File: src/rtl/ds3_maint_mon.sv
module ds3_maint_mon #(
  parameter int LOS_ZEROS = 175,
  parameter int F_WIN     = 16,
  parameter int F_LIM     = 3,
  parameter int M_WIN     = 3,
  parameter int M_LIM     = 2
) (
  input  logic       clk,
  input  logic       rst_n,
  input  logic       bit_vld,
  input  logic       bit_val,
  input  logic [2:0] bit_kind,
  input  logic [2:0] sub_idx,
  input  logic       frm_end,
  input  logic       inframe_stb,
  input  logic       raw_vld,
  input  logic       raw_bit,
  input  logic       ext_los_n,
  output logic       ais,
  output logic       idle,
  output logic       xyel,
  output logic       oof,
  output logic       los
);
  localparam int LW = $clog2(LOS_ZEROS + 1);
  localparam logic [LW-1:0] ZLIM  = LW'(LOS_ZEROS);
  localparam logic [LW-1:0] ZLIM1 = LW'(LOS_ZEROS - 1);
  localparam logic [2:0] K_PAY = 3'd0, K_F = 3'd1, K_M = 3'd2,
                         K_X = 3'd3, K_P = 3'd4, K_C = 3'd5;

  logic [1:0] fr_seen;
  logic       started;
  logic [1:0] f_pos, f_pos_now;
  logic [2:0] f_sub;
  logic [1:0] p_h;
  logic [1:0] p_n;
  logic       fr_fbad, fr_mbad, fr_alt_bad, fr_idl_bad, fr_c_any, fr_c3_any;
  logic       x1, x2, pb1, pb2, par_acc, prev_par;
  logic [F_WIN-1:0] f_hist;
  logic [M_WIN-2:0] m_hist;
  logic [LW-1:0] z_cnt;
  logic          los_int;

  wire is_pay = bit_vld && bit_kind == K_PAY;
  wire is_f   = bit_vld && bit_kind == K_F;
  wire is_m   = bit_vld && bit_kind == K_M;
  wire is_x   = bit_vld && bit_kind == K_X;
  wire is_p   = bit_vld && bit_kind == K_P;
  wire is_c   = bit_vld && bit_kind == K_C;
  wire eof    = bit_vld && frm_end;

  assign started   = fr_seen != 2'd0;
  assign f_pos_now = (f_sub == sub_idx) ? f_pos : 2'd0;

  wire f_exp   = (f_pos_now == 2'd0) || (f_pos_now == 2'd3);
  wire f_err   = is_f && started && (bit_val != f_exp);
  wire m_err   = is_m && started && (sub_idx >= 3'd5) && (bit_val != (sub_idx == 3'd6));
  wire alt_bad = is_pay && (p_n != 2'd0) && (bit_val == p_h[0]);
  wire idl_bad = is_pay && (p_n == 2'd2) && (bit_val == p_h[1]);
  wire c_one   = is_c && bit_val;

  wire tot_f   = fr_fbad | f_err;
  wire tot_m   = fr_mbad | m_err;
  wire tot_alt = fr_alt_bad | alt_bad;
  wire tot_idl = fr_idl_bad | idl_bad;
  wire tot_c   = fr_c_any | c_one;
  wire tot_c3  = fr_c3_any | (c_one && sub_idx == 3'd3);
  wire par_now = par_acc ^ (is_pay & bit_val);
  wire x1_now  = (is_x && sub_idx == 3'd1) ? bit_val : x1;
  wire x2_now  = (is_x && sub_idx == 3'd2) ? bit_val : x2;
  wire pb1_now = (is_p && sub_idx == 3'd3) ? bit_val : pb1;
  wire pb2_now = (is_p && sub_idx == 3'd4) ? bit_val : pb2;

  wire common_ok = !tot_f && !tot_m && (pb1_now == prev_par) &&
                   (pb2_now == prev_par) && (x1_now == x2_now);
  wire ais_frm   = common_ok && !tot_alt && !tot_c;
  wire idl_frm   = common_ok && !tot_idl && !tot_c3;

  wire [F_WIN-1:0] f_win_next = {f_hist[F_WIN-2:0], f_err};
  wire [M_WIN-1:0] m_win_next = {m_hist, tot_m};
  wire f_trip = $countones(f_win_next) >= F_LIM;
  wire m_trip = $countones(m_win_next) >= M_LIM;

  always_ff @(posedge clk) begin
    if (!rst_n) begin
      fr_seen <= '0; f_pos <= '0; f_sub <= '0; p_h <= '0; p_n <= '0;
      fr_fbad <= 1'b0; fr_mbad <= 1'b0; fr_alt_bad <= 1'b0; fr_idl_bad <= 1'b0;
      fr_c_any <= 1'b0; fr_c3_any <= 1'b0;
      x1 <= 1'b1; x2 <= 1'b1; pb1 <= 1'b0; pb2 <= 1'b0;
      par_acc <= 1'b0; prev_par <= 1'b0;
      ais <= 1'b0; idle <= 1'b0; xyel <= 1'b0;
    end else begin
      if (is_f) begin
        f_pos <= f_pos_now + 2'd1;
        f_sub <= sub_idx;
      end
      if (eof) begin
        p_n <= '0;
        fr_fbad <= 1'b0; fr_mbad <= 1'b0; fr_alt_bad <= 1'b0; fr_idl_bad <= 1'b0;
        fr_c_any <= 1'b0; fr_c3_any <= 1'b0;
        x1 <= 1'b1; x2 <= 1'b1; par_acc <= 1'b0;
        if (fr_seen != 2'd2) fr_seen <= fr_seen + 2'd1;
        if (started) begin
          prev_par <= par_now;
          xyel     <= ~x1_now & ~x2_now;
        end
        if (fr_seen == 2'd2) begin
          ais  <= ais_frm;
          idle <= idl_frm;
        end
      end else if (bit_vld) begin
        if (is_pay) begin
          p_h <= {p_h[0], bit_val};
          if (p_n != 2'd2) p_n <= p_n + 2'd1;
        end
        fr_fbad <= tot_f; fr_mbad <= tot_m;
        fr_alt_bad <= tot_alt; fr_idl_bad <= tot_idl;
        fr_c_any <= tot_c; fr_c3_any <= tot_c3;
        x1 <= x1_now; x2 <= x2_now; pb1 <= pb1_now; pb2 <= pb2_now;
        par_acc <= par_now;
      end
    end
  end

  always_ff @(posedge clk) begin
    if (!rst_n) begin
      oof <= 1'b0; f_hist <= '0; m_hist <= '0;
    end else if (inframe_stb) begin
      oof <= 1'b0; f_hist <= '0; m_hist <= '0;
    end else begin
      if (is_f) begin
        f_hist <= f_win_next;
        if (f_trip) oof <= 1'b1;
      end
      if (eof && started) begin
        m_hist <= m_win_next[M_WIN-2:0];
        if (m_trip) oof <= 1'b1;
      end
    end
  end

  always_ff @(posedge clk) begin
    if (!rst_n) begin
      z_cnt <= '0; los_int <= 1'b0;
    end else if (raw_vld) begin
      if (raw_bit) begin
        z_cnt <= '0; los_int <= 1'b0;
      end else if (z_cnt != ZLIM) begin
        z_cnt <= z_cnt + 1'b1;
        if (z_cnt == ZLIM1) los_int <= 1'b1;
      end
    end
  end

  assign los = los_int | ~ext_los_n;

  p_xyel_frame_r1: assert property (@(posedge clk) disable iff (!rst_n)
    !$stable(xyel) |-> $past(eof));
  p_pat_frame_r4: assert property (@(posedge clk) disable iff (!rst_n)
    (!$stable(ais) || !$stable(idle)) |-> $past(eof));
  p_excl_r3: assert property (@(posedge clk) disable iff (!rst_n)
    !(ais && idle));
  p_oof_clear_r7: assert property (@(posedge clk) disable iff (!rst_n)
    inframe_stb |=> !oof);
  p_oof_sticky_r7: assert property (@(posedge clk) disable iff (!rst_n)
    $fell(oof) |-> $past(inframe_stb));
  p_los_rise_r8: assert property (@(posedge clk) disable iff (!rst_n)
    $rose(los_int) |-> $past(raw_vld && !raw_bit));
  p_los_drop_r8: assert property (@(posedge clk) disable iff (!rst_n)
    $fell(los_int) |-> $past(raw_vld && raw_bit));
endmodule

File: config.mk
export PLATFORM = sky130hd
export DESIGN_NAME = ds3_maint_mon
export DESIGN_NICKNAME = d
export VERILOG_FILES = /design/src/rtl/ds3_maint_mon.sv
export SDC_FILE = /design/constraint.sdc
export NUM_CORES = 1
export LEC_CHECK = 0
export BUFFER_PORTS_ARGS = -buffer_cell sky130_fd_sc_hd__buf_4
export CORE_MARGIN = 4
export CORE_UTILIZATION = 37
export CTS_CLUSTER_DIAMETER = 60
export DETAILED_ROUTE_END_ITERATION = 7
export GPL_TIMING_DRIVEN = 0
export SLEW_MARGIN = 20
export SYNTH_ARGS = -nofsm -noshare
export SYNTH_HDL_FRONTEND = slang
export SYNTH_SLANG_ARGS = --single-unit
File: constraint.sdc
create_clock -name clk -period 6.1 [get_ports clk]
set_input_delay 0.61 -clock clk [delete_from_list [all_inputs] [get_ports clk]]
set_output_delay 0.61 -clock clk [all_outputs]
set_load 0.03 [all_outputs]
* Word level (Yosys, flattened, before mapping)
Index checks and enable logic that the tools add are counted.
W data, S select, Z words.
** Storage, ports and cells
- Flip-flop bits (word level) :: 53
- Input port bits :: 15
- Output and inout bits :: 5
** Operators by class
- Add/sub/neg operators :: 21
- Order comparisons :: 3
- Equality and inequality tests :: 25
- Multiplexer cells :: 14
- Bitwise logic cells :: 15
- Reduce and logical (&&, ||, !) cells :: 54
** Operators by type and width (number)
- $logic_and A1 B1 Y1 :: 31
- $add A1 B1 Y2 :: 9
- $mux W8 :: 2
- $add A2 B2 Y3 :: 4
- $eq A3 B2 Y1 const B :: 4
- $eq A3 B3 Y1 const B :: 4
- $mux W1 :: 11
- $reduce_and A2 Y1 :: 5
- $reduce_and A3 Y1 :: 3
- $add A3 B3 Y4 :: 2
- $add A8 B1 Y8 const B :: 1
- $eq A8 B8 Y1 const B :: 1
- $ne A8 B8 Y1 const B :: 1
- $reduce_bool A2 Y1 :: 4
- $or A1 B1 Y1 :: 7
- $add A2 B1 Y2 const B :: 3
- $eq A2 B2 Y1 const B :: 3
- $eq A3 B1 Y1 const B :: 2
- $logic_not A1 Y1 :: 6
- $add A4 B4 Y5 :: 1
- $eq A1 B1 Y1 :: 5
- $ge A5 B2 Y1 const B :: 1
- $not A1 Y1 :: 5
- $ne A2 B2 Y1 const B :: 2
- other kinds (12) :: 15

* Logic depth before layout (Yosys ltp)
Gate-level depths: netlist (run 1).
- Depth in word-level cells :: 15
- Mapped depth :: 17
- Gate-level depth less buffers :: 17

* Worst setup path before layout (run 1)
No wires, ideal clock.
- Path kind :: input -> register
- Start :: input sub_idx[0]
- End :: register oof
- Library setup time :: 132 ps
- Data arrival time :: 4433 ps
- Data required time :: 5968 ps
- Setup slack :: 1535 ps
- Stages on the path :: 16
- Path through :: buf_2 xnor2_1 and4_4 mux2i_4 inv_1 fa_1 inv_1 fa_1 fa_1 fa_1 inv_1 ha_1 fa_1 a211oi_1 a21o_1 a21oi_1
** On the way
- Longest elaborated chain between the ends :: 15
- Elaborated cells between the ends (all ways) :: 25
** Ends and longest elaborated chain
- start: declaration :: RTL line 13 : input logic [2:0] sub_idx,
- $eq A3 B3 Y1 (*) :: RTL line 53 : assign f_pos_now = (f_sub == sub_idx) ? f_pos : 2'd0;
- $mux W2 (*) :: RTL line 53
- $eq A2 B2 Y1 / $logic_not A2 Y1 (equally long branches) :: RTL line 55 : wire f_exp = (f_pos_now == 2'd0) || (f_pos_now == 2'd3);
- $logic_or A1 B1 Y1 (*) :: RTL line 55
- $ne A1 B1 Y1 (*) :: RTL line 56 : wire f_err = is_f && started && (bit_val != f_exp);
- $logic_and A1 B1 Y1 (*) :: RTL line 56
- via f_err :: RTL line 56
- $add A1 B1 Y2 (implied by the code) (*) :: RTL line 81 : wire f_trip = $countones(f_win_next) >= F_LIM;
- $add A2 B2 Y3 (implied by the code) (*) :: RTL line 81
- $add A3 B3 Y4 (implied by the code) (*) :: RTL line 81
- $add A4 B4 Y5 (implied by the code) (*) :: RTL line 81
- $ge A5 B2 Y1 (*) :: RTL line 81
- $mux W1 (*) :: RTL line 133 : if (f_trip) oof <= 1'b1;
- $mux W1 (*) :: RTL line 131 : if (is_f) begin
- $mux W1 :: RTL line 137 : if (m_trip) oof <= 1'b1;
- $mux W1 (*) :: RTL line 135 : if (eof && started) begin
- end signal: assignment :: RTL line 129 : oof <= 1'b0; f_hist <= '0; m_hist <= '0;
- end signal: assignment :: RTL line 133
- end signal: assignment :: RTL line 137
- end: declaration :: RTL line 22 : output logic oof,
The timed path passes the listed nets; every way through them passes the cells marked *.
A chain may end at the register's enable or synchronous reset.

* Final worst setup path (run 1)
- Start :: input bit_kind[2]
- End :: register oof
** On the way
- Longest elaborated chain between the ends :: 13
- Elaborated cells between the ends (all ways) :: 22
** Ends and longest elaborated chain
- start: declaration :: RTL line 12 : input logic [2:0] bit_kind,
- $eq A3 B1 Y1 (*) :: RTL line 45 : wire is_f = bit_vld && bit_kind == K_F;
- $logic_and A1 B1 Y1 (*) :: RTL line 45
- $logic_and A1 B1 Y1 (*) (2 in a row) :: RTL line 56
- via f_err :: RTL line 56
- $add A1 B1 Y2 (implied by the code) (*) :: RTL line 81
- $add A2 B2 Y3 (implied by the code) (*) :: RTL line 81
- $add A3 B3 Y4 (implied by the code) (*) :: RTL line 81
- $add A4 B4 Y5 (implied by the code) (*) :: RTL line 81
- $ge A5 B2 Y1 (*) :: RTL line 81
- $mux W1 (*) :: RTL line 133
- $mux W1 (*) :: RTL line 131
- $mux W1 :: RTL line 137
- $mux W1 (*) :: RTL line 135
Marks and branches as above.

==> flow_metrics.py, run 1 <==
metrics = {
    "critical_path": {
        "path_cells": "buf_4, nand4bb_1, nor3_1, mux2i_4, inv_1, fa_1, inv_1, fa_1, fa_1, fa_1, inv_1, ha_1, fa_1, a211oi_1, a21o_1, a21oi_1",
        "critical_path.top_delay_family": "adder cells",
        "cp.arrival_ns": 4.78,
        "end_kind": "flip-flop",
        "cp_common_cell": "fa_1",
        "r2r_end": "oof",
        "timing.rr.start": "f_pos[0]",
        "critPathRequiredTime_ns": 6.28,
        "max_stage_delay_ns": 0.49,
        "cp-start-kind": "input port",
        "r2r_cells": 15,
        "ff2ff_setup_slack_ns": 1.63,
        "worst-path-buf-inv": 4,
        "critPathSlowestCell": "fa_1",
        "critPathKind": "in2reg",
        "cp_max_fo": 5,
    },
    "cts": {
        "cts-resized-gates": 0,
        "clk_root_buffer_cell": "clkbuf_8",
        "htreeDepth": 2,
        "worstSkewPairLatency_ns": 0.31,
        "post_cts_buffers": 0,
        "postCtsHoldBufs": 0,
        "cts_made_buffers": 5,
        "cts.clk_slew.worst_paths_ns": 0.10,
        "clock-sinks": 53,
        "cts_tree": "done",
        "cts_buffer_depth": 2,
    },
    "detailed_routing": {
        "wirelength_um": 5830,
        "via_per_inst": 4.98,
        "vias": 2265,
        "postRouteAntennaNets": 0,
        "drtIter0Drc": 87,
        "drc": 0,
        "dr.pass1.iters": 5,
        "wl_per_cell_um": 12.8,
    },
    "timing": {
        "timing.slew.headroom": 0.665,
        "tightest_slew_ns": 0.501,
        "hold_viol_final": 0,
        "fin_setup_tns_ns": 0,
        "max_freq_mhz": 217,
        "timing.final.crit_share": 0.755,
        "min_period_ns": 4.61,
        "drv_slew": 0,
        "rsz0062_at_grt": "no",
        "setup_viol": 0,
        "fin_skew_ns": 0.0145,
    },
    "power_and_ir_drop": {
        "p_total_uw": 626,
        "peakVddDrop_mv": 0.109,
        "p_leak_nw": 1.22,
        "powerDensity_nw_per_um2": 195,
    },
    "run_status": {
        "status": "finished, final reports clean",
    },
    "logic_synthesis": {
        "netlist.area_leader.share": 0.371,
        "yosysTopAreaCell": "dfxtp_1",
        "ys_dominant_reg_cell": "dfxtp_1",
        "synth_common_cells": "nand2_1 (56), dfxtp_1 (53), inv_1 (31)",
        "netlist_area_um2": 2860,
        "post-synth-top-count-cell": "nand2_1",
        "seq_area_frac_synth": 0.371,
        "yosys_register_bits": 53,
        "ys_types": 51,
        "async_flop_share": 0,
        "yosys_warnings": 0,
        "yosys-top-cells-area": "dfxtp_1 (37%), nand2_1 (7.3%), fa_1 (7.0%)",
        "syn-num-nets": 370,
        "synth_cells": 332,
        "synth_edf_count": 0,
        "syn_area_per_cell_um2": 8.62,
    },
    "worst_hold_path": {
        "hold_start": "los_int",
        "hold_path_end": "los_int",
        "holdCritPathClass": "reg2reg",
        "hold-path-cell-count": 2,
    },
    "grt": {
        "grt_pass1_vias": 2182,
        "grt_max_degree": 17,
        "grt_pass1_wl_um": 9900,
        "grtUsageTotal": 0.135,
        "antenna_found_initial": 0,
        "grt_overflow": 0,
    },
    "flow_run": {
        "cap_violations": 0,
    },
    "placed_design": {
        "post-place-cells": 447,
        "dp_hpwl_um": 4360,
        "portBuffers": 16,
        "gp_congestion": 0.796,
    },
    "die": {
        "rows": 31,
        "ios": 20,
        "fp.coreArea_um2": 7370,
        "dieArea_um2": 9200,
        "floorplan.initialDensity": 0.388,
        "fp.dieW_um": 95.9,
        "die_h_um": 95.9,
    },
    "cells_and_area": {
        "antenna_cells": 0,
        "fin_nets": 393,
        "drive_above_1_share": 0.110,
        "layoutNonFillerInstCount": 455,
        "synthToLayoutAreaGrowth_pct": 12.2,
    },
}
## worst max-delay path by stage
| stage | startpoint | to | slack [ns] | cells after the start |
|---|---|---|---|---|
| floorplan | sub_idx[0] | oof | 1.54 | 16 |
| global placement | sub_idx[0] | oof | 1.25 | 16 |
| detailed placement | bit_kind[2] | oof | 1.22 | 16 |
| CTS | bit_kind[2] | oof | 1.54 | 16 |
| global route | bit_vld | oof | 1.26 | 16 |
| finish | bit_kind[2] | oof | 1.49 | 16 |
## worst reg2reg max path, delay by kind of cell, from the launching register on
kind / cells / cell delay, ns
adders and majority gates: 6 / 2.56
buffers and inverters: 3 / 0.18
and+or+nand+nor: 1 / 0.26
DFF: 1 / 0.42
xor gates and xnor gates: 1 / 0.18
AOI/OAI and AO/OA: 3 / 0.47
muxes: 1 / 0.28
## kinds of logic (layout without fill, tap and decap cells)
family	after synthesis	after routing	synth area share
xor gates and xnor gates	12	12	0.0367
AOI/OAI and AO/OA	68	68	0.155
muxes	4	4	0.0184
adders and majority gates	23	23	0.127
buffers and inverters	45	69	0.0669
and+or+nand+nor	127	127	0.225
DFF	53	53	0.371
## sequential cells by signal (all words and copies together), names as in the netlist, 2 cells and up
register  count
m_hist        2
p_h           2
f_sub         3
fr_seen       2
z_cnt         8
f_hist       15
f_pos         2
p_n           2
## stage by stage
step,util,setup slack [ns],hold WS (ns),cell area (um2)
floorplan,-,1.54,0.431,2860
global placement,0.421,1.25,0.445,3110
detailed placement,0.421,1.22,0.450,3110
CTS,0.436,1.54,0.471,3210
global route,0.436,1.26,0.490,3210
finish,0.436,1.49,0.466,3210
## layer usage
metal  part of all wire  track usage  up-vias
li1                   -            -     1159
met1               0.50        0.183     1067
met2               0.45        0.222       31
met3              0.034       0.0211        8
met4              0.012       0.0355        0
met5                  0            0        -
## final cells by class
type                       instances  area, um2
clock inverter                     1       8.76
clock buffer                       7       96.3
buffer                            14       75.1
tap                               99        124
multi-input combinational        234       1610
inverter                          31        116
timing repair buffer              16        120
sequential                        53       1060
fill                             765       4160
## report_power, final
part	internal, mW	total, mW	switching (mW)	leakage (nW)
combinational	0.0206	0.0528	0.0321	0.740
clock	0.105	0.222	0.117	0.0549
sequential	0.349	0.351	0.00239	0.428
## cells in the final DEF, fill, tap and decap left out, drive strengths merged, types with 4 or more instances in the layout
cell,instances
a21boi,9
a21oi,30
buf,22
clkbuf,15
dfxtp,53
fa,10
ha,13
inv,32
mux2i,4
nand2,56
nand3,9
nor2,24
nor3,8
o21ai,12
xnor2,8
xor2,4
Power figures use the tool's default switching activity.
==> run 2, diff against run 1 <==
- ABC_AREA: not set -> 1
- clock period: 6.1 -> 4.6 ns (I/O delays scaled with it)
==> flow_metrics.py, run 2 <==
metrics = {
    "die": {
        "dieArea_um2": 9310,
        "ios": 20,
        "fp.coreArea_um2": 7690,
        "fp.dieW_um": 96.5,
        "rows": 32,
        "die_h_um": 96.5,
        "floorplan.initialDensity": 0.377,
    },
    "grt": {
        "use_met2": 0.209,
        "grtUsageTotal": 0.138,
        "grt_max_degree": 16,
        "top_usage_layer": "met2",
        "grt_pass1_wl_um": 10100,
        "antenna_found_initial": 0,
        "met1_usage": 0.197,
        "grtUsageMet3": 0.0271,
        "grt_overflow": 0,
        "grt_pass1_vias": 2219,
    },
    "cts": {
        "cts_buffer_depth": 2,
        "htreeDepth": 2,
        "cts_made_buffers": 5,
        "worstSkewPairLatency_ns": 0.30,
        "cts-resized-gates": 0,
        "cts.clk_slew.worst_paths_ns": 0.09,
        "clk_root_buffer_cell": "clkbuf_8",
        "clock-sinks": 53,
        "cts_tree": "done",
        "post_cts_buffers": 0,
        "postCtsHoldBufs": 0,
    },
    "cells_and_area": {
        "synthToLayoutAreaGrowth_pct": 12.2,
        "largest_reg_flops": 15,
        "layout_common_cells": "nand2_1 (58), inv_1 (56), dfxtp_1 (53), a21oi_1 (43), nor2_1 (30)",
        "final_common_cell": "nand2_1",
        "fin_nets": 441,
        "fill_cells": 833,
        "drive_above_1_share": 0.156,
        "antenna_cells": 0,
        "top_register": "f_hist",
        "final_util": 0.423,
        "reg.largest.list": "f_hist: 15 flops, z_cnt: 8 flops, f_sub: 3 flops",
    },
    "placed_design": {
        "portBuffers": 18,
        "dp_hpwl_um": 4530,
        "gp_congestion": 0.814,
    },
    "critical_path": {
        "cp.arrival_ns": 4.45,
        "cp_max_fo": 4,
        "cp_common_cell": "fa_1",
        "critical_path.top_delay_family": "adder cells",
        "path_cells": "inv_1, nand2_1, nand2_1, nor2_2, nand3_1, nand2_1, nand3_2, inv_2, fa_1, inv_1, fa_1, fa_1, fa_1, inv_1, ha_1, fa_1, a21oi_1, nand2_1, o21ai_1, a21oi_1",
        "end_kind": "flip-flop",
        "max_stage_delay_ns": 0.50,
        "critPathRequiredTime_ns": 4.79,
        "critPathKind": "reg2reg",
        "critPathSlowestCell": "fa_1",
        "cp-start-kind": "flip-flop",
        "worst-path-buf-inv": 4,
    },
    "detailed_routing": {
        "postRouteAntennaNets": 0,
        "via_per_inst": 4.66,
        "drc": 0,
        "vias": 2352,
        "dr.pass1.iters": 5,
        "wl_per_cell_um": 11.5,
        "wirelength_um": 5780,
        "drtIter0Drc": 112,
    },
    "timing": {
        "timing.final.crit_share": 0.926,
        "fin_skew_ns": 0.00926,
        "timing.slew.headroom": 0.674,
        "drv_slew": 0,
        "min_period_ns": 4.26,
        "tightest_slew_ns": 0.489,
        "max_freq_mhz": 235,
        "setup_viol": 0,
        "rsz0062_at_grt": "no",
        "fin_setup_tns_ns": 0,
        "hold_viol_final": 0,
    },
    "flow_run": {
        "cap_violations": 0,
    },
    "logic_synthesis": {
        "seq_area_frac_synth": 0.366,
        "yosys-top-cells-area": "dfxtp_1 (37%), nand2_1 (7.5%), a21oi_1 (7.4%)",
        "ys_dominant_reg_cell": "dfxtp_1",
        "yosys_register_bits": 53,
        "netlist.area_leader.share": 0.366,
        "netlist_area_um2": 2900,
        "ys_types": 37,
        "post-synth-top-count-cell": "nand2_1",
        "yosys_warnings": 0,
        "synth_cells": 378,
        "synth_edf_count": 0,
        "synth_common_cells": "nand2_1 (58), inv_1 (56), dfxtp_1 (53)",
        "syn_area_per_cell_um2": 7.67,
        "async_flop_share": 0,
        "yosysTopAreaCell": "dfxtp_1",
        "syn-num-nets": 416,
    },
    "power_and_ir_drop": {
        "peakVddDrop_mv": 0.179,
        "powerDensity_nw_per_um2": 258,
        "p_leak_nw": 1.34,
    },
    "worst_hold_path": {
        "holdCritPathClass": "in2reg",
    },
    "run_status": {
        "status": "finished, final reports clean",
    },
}
-- run 2: cell types whose count changed in the layout (fill, tap and decap cells not counted), moves of 6 or more --
cell / previous run / this run
nand3_1: 9 / 16
xnor2_1: 8 / 2
inv_2: 0 / 13
a21boi_0: 9 / 0
a21oi_1: 30 / 43
nor2_1: 23 / 30
o21ai_0: 12 / 27
inv_1: 31 / 56
-- run 2: routing by layer --
layer  vias to the layer above  wire length, um
met3                         4              157
met4                         0               51
met2                        24             2550
met5                         -                0
li1                       1266                -
met1                      1058             3030
-- run 2: cell type report --
| type | instances | area [um2] | area share |
|---|---|---|---|
| tap | 102 | 128 | 0.0393 |
| clock buffer | 6 | 82.6 | 0.0254 |
| multi-input combinational | 250 | 1550 | 0.476 |
| buffer | 6 | 31.3 | 0.00962 |
| inverter | 69 | 259 | 0.0797 |
| timing repair buffer | 18 | 135 | 0.0416 |
| sequential | 53 | 1060 | 0.326 |
| clock inverter | 1 | 7.51 | 0.00231 |
-- run 2: path summary, 6_finish.rpt --
| kind | startpoint | endpoint | slack (ns) | cells after the start |
|---|---|---|---|---|
| max | f_sub[1] | oof | 0.34 | 20 |
| min | sub_idx[2] | f_sub[2] | 0.45 | 3 |
| max reg2reg | f_sub[1] | oof | 0.34 | 20 |
| min reg2reg | fr_seen[0] | fr_seen[0] | 0.46 | 1 |
-- run 2: cells by family (layout without fill, tap and decap cells) --
family	count (synthesis)	in the layout	share of synthesized area
XOR/XNOR	6	6	0.0181
buffers and inverters	75	100	0.100
flip-flops	53	53	0.366
AND/OR/NAND/NOR	135	135	0.221
adder cells (fa/ha/maj)	23	23	0.125
AO/OA/AOI/OAI	86	86	0.170
-- run 2: worst reg2reg max path, cell delays in order (launching register included) --
cell and delay [ns]:
dfxtp_1 0.33, inv_1 0.05, nand2_1 0.05, nand2_1 0.05, nor2_2 0.15, nand3_1 0.12, nand2_1 0.10, nand3_2 0.12
inv_2 0.11, fa_1 0.42, inv_1 0.08, fa_1 0.42, fa_1 0.48, fa_1 0.50, inv_1 0.04, ha_1 0.20
fa_1 0.44, a21oi_1 0.16, nand2_1 0.07, o21ai_1 0.17, a21oi_1 0.09
-- run 2: where the power goes --
part           switching, mW  internal [mW]  total, mW
clock                  0.149          0.119      0.268
combinational         0.0627         0.0352     0.0979
sequential           0.00547          0.468      0.473
-- run 2: per-stage QoR --
step / power (mW) / worst slack [ns] / cells / cell area (um2) / hold slack, ns
6_report: 0.839 / 0.341 / 505 / 3250 / 0.449
2_1_floorplan: 0.547 / 0.589 / 378 / 2900 / 0.422
3_3_place_gp: 0.581 / 0.0562 / 498 / 3160 / 0.437
4_1_cts: 0.853 / 0.315 / 505 / 3250 / 0.440
5_1_grt: 0.886 / 0.0765 / 505 / 3250 / 0.450
3_5_place_dp: 0.582 / 0.0322 / 498 / 3160 / 0.440
==> run 3, diff against run 2 <==
- ABC_AREA: 1 -> not set
- CTS_CLUSTER_SIZE: not set -> 30
==> flow_metrics.py, run 3 (synthesis gave the netlist of run 1 again) <==
metrics = {
    "timing": {
        "rsz0062_at_grt": "no",
        "whs_ns": 0.454,
        "min_period_ns": 4.40,
        "timing.final.crit_share": 0.956,
        "timing.slew.headroom": 0.665,
        "setup_viol": 0,
        "fin_skew_ns": 0.0137,
        "fin_ws_ns": 0.202,
        "drv_slew": 0,
        "fin_setup_tns_ns": 0,
        "max_freq_mhz": 227,
        "hold_viol_final": 0,
        "tightest_slew_ns": 0.501,
    },
    "detailed_routing": {
        "dr.pass1.iters": 5,
        "vias": 2264,
        "wirelength_um": 5820,
        "drc": 0,
        "drtIter0Drc": 94,
        "postRouteAntennaNets": 0,
        "via_per_inst": 4.98,
        "wl_per_cell_um": 12.8,
    },
    "grt": {
        "grtUsageTotal": 0.135,
        "antenna_found_initial": 0,
        "grt_max_degree": 17,
        "grt_pass1_wl_um": 9900,
        "grt_overflow": 0,
        "grt_pass1_vias": 2182,
    },
    "critical_path": {
        "critPathRequiredTime_ns": 4.78,
        "timing.rr.start": "f_pos[0]",
        "ff2ff_setup_slack_ns": 0.22,
        "cp-endpoint": "oof",
        "r2r_cells": 15,
        "startpoint": "bit_kind[2]",
        "cp-start-kind": "input port",
        "path_cells": "buf_4, nand4bb_1, nor3_1, mux2i_4, inv_1, fa_1, inv_1, fa_1, fa_1, fa_1, inv_1, ha_1, fa_1, a211oi_2, a21o_1, a21oi_1",
        "cp.arrival_ns": 4.57,
        "critPathSlowestCell": "fa_1",
        "max_stage_delay_ns": 0.49,
        "r2r_end": "oof",
        "end_kind": "flip-flop",
        "cp_max_fo": 5,
        "critPathKind": "in2reg",
        "cp_common_cell": "fa_1",
    },
    "placed_design": {
        "post-place-cells": 447,
        "gp_congestion": 0.796,
        "portBuffers": 16,
        "pre_cts_slack_ns": -0.130,
        "dp_hpwl_um": 4360,
        "place_area_um2": 3110,
    },
    "cts": {
        "cts_made_buffers": 5,
        "cts_tree": "done",
        "cts.clk_slew.worst_paths_ns": 0.10,
        "postCtsHoldBufs": 0,
        "clock-sinks": 53,
        "worstSkewPairLatency_ns": 0.31,
        "cts_buffer_depth": 2,
        "htreeDepth": 2,
        "clk_root_buffer_cell": "clkbuf_8",
    },
    "cells_and_area": {
        "layoutNonFillerInstCount": 455,
        "largest_reg_flops": 15,
        "reg.largest.list": "f_hist: 15 flops, z_cnt: 8 flops, f_sub: 3 flops",
        "top_register": "f_hist",
        "drive_above_1_share": 0.121,
        "final_area_um2": 3230,
        "synthToLayoutAreaGrowth_pct": 12.9,
        "final_util": 0.438,
        "final_common_cell": "nand2_1",
        "antenna_cells": 0,
        "fin_nets": 393,
        "layout_common_cells": "nand2_1 (56), dfxtp_1 (52), inv_1 (31), a21oi_1 (30), nor2_1 (23)",
    },
    "die": {
        "die_h_um": 95.9,
        "fp.coreArea_um2": 7370,
        "rows": 31,
        "fp.dieW_um": 95.9,
        "floorplan.initialDensity": 0.388,
        "dieArea_um2": 9200,
        "ios": 20,
    },
    "power_and_ir_drop": {
        "p_total_uw": 832,
        "peakVddDrop_mv": 0.145,
        "p_leak_nw": 1.23,
        "powerDensity_nw_per_um2": 258,
    },
    "run_status": {
        "status": "finished, final reports clean",
    },
    "worst_hold_path": {
        "holdCritPathClass": "in2reg",
        "hold_start": "sub_idx[2]",
    },
    "flow_run": {
        "cap_violations": 0,
    },
}
run 3: cell count changes in the layout (fill, tap and decap cells not counted), moves of 7 or more:
cell / before / now
inv_1: 56 / 31
o21ai_0: 27 / 12
a21oi_1: 43 / 30
inv_2: 13 / 0
a21boi_0: 0 / 9
nand3_1: 16 / 9
nor2_1: 30 / 23
run 3: timing repair:
action                                  CTS  global route
endpoints found under the setup margin    0             1
gates resized for setup                   0             4
buffers inserted                          0             0
run 3: worst min path at each step:
stage                     endpoint  slack (ns)  cells past startpoint
final                     f_sub[2]        0.45                      3
after detailed placement   los_int        0.45                      2
after global placement     los_int        0.45                      2
after floorplan            fr_fbad        0.43                      2
after global routing      f_sub[2]        0.47                      3
after CTS                 f_sub[2]        0.45                      3
run 3: area by class of cell:
class | count | area, um2
fillers | 763 | 4140
multi-input cells | 234 | 1630
flip-flops and latches | 53 | 1060
well taps | 99 | 124
repair buffers | 16 | 120
inverters | 31 | 116
clock buffers | 7 | 96.3
plain buffers | 14 | 75.1
clock inverters | 1 | 8.76
run 3: where the power goes:
| group | internal (mW) | leakage, nW | switching (mW) | total, mW |
|---|---|---|---|---|
| clock network | 0.139 | 0.0549 | 0.156 | 0.295 |
| logic | 0.0278 | 0.747 | 0.0429 | 0.0707 |
| registers | 0.463 | 0.428 | 0.00321 | 0.466 |
| total | 0.630 | 1.23 | 0.202 | 0.832 |
run 3: critical path, delay by kind of cell:
family | cells | cell delay, ns
AOI/OAI and AO/OA | 3 | 0.41
adders and majority gates | 6 | 2.46
muxes | 1 | 0.14
buffers and inverters | 4 | 0.33
and+or+nand+nor | 2 | 0.75
run 3: layer usage:
metal	track usage	vias to the layer above	share of wire	wire length, um
met3	0.0211	6	0.031	181
li1	-	1159	-	-
met4	0.0355	0	0.012	69
met2	0.222	32	0.45	2640
met5	0	-	0	0
met1	0.183	1067	0.50	2930
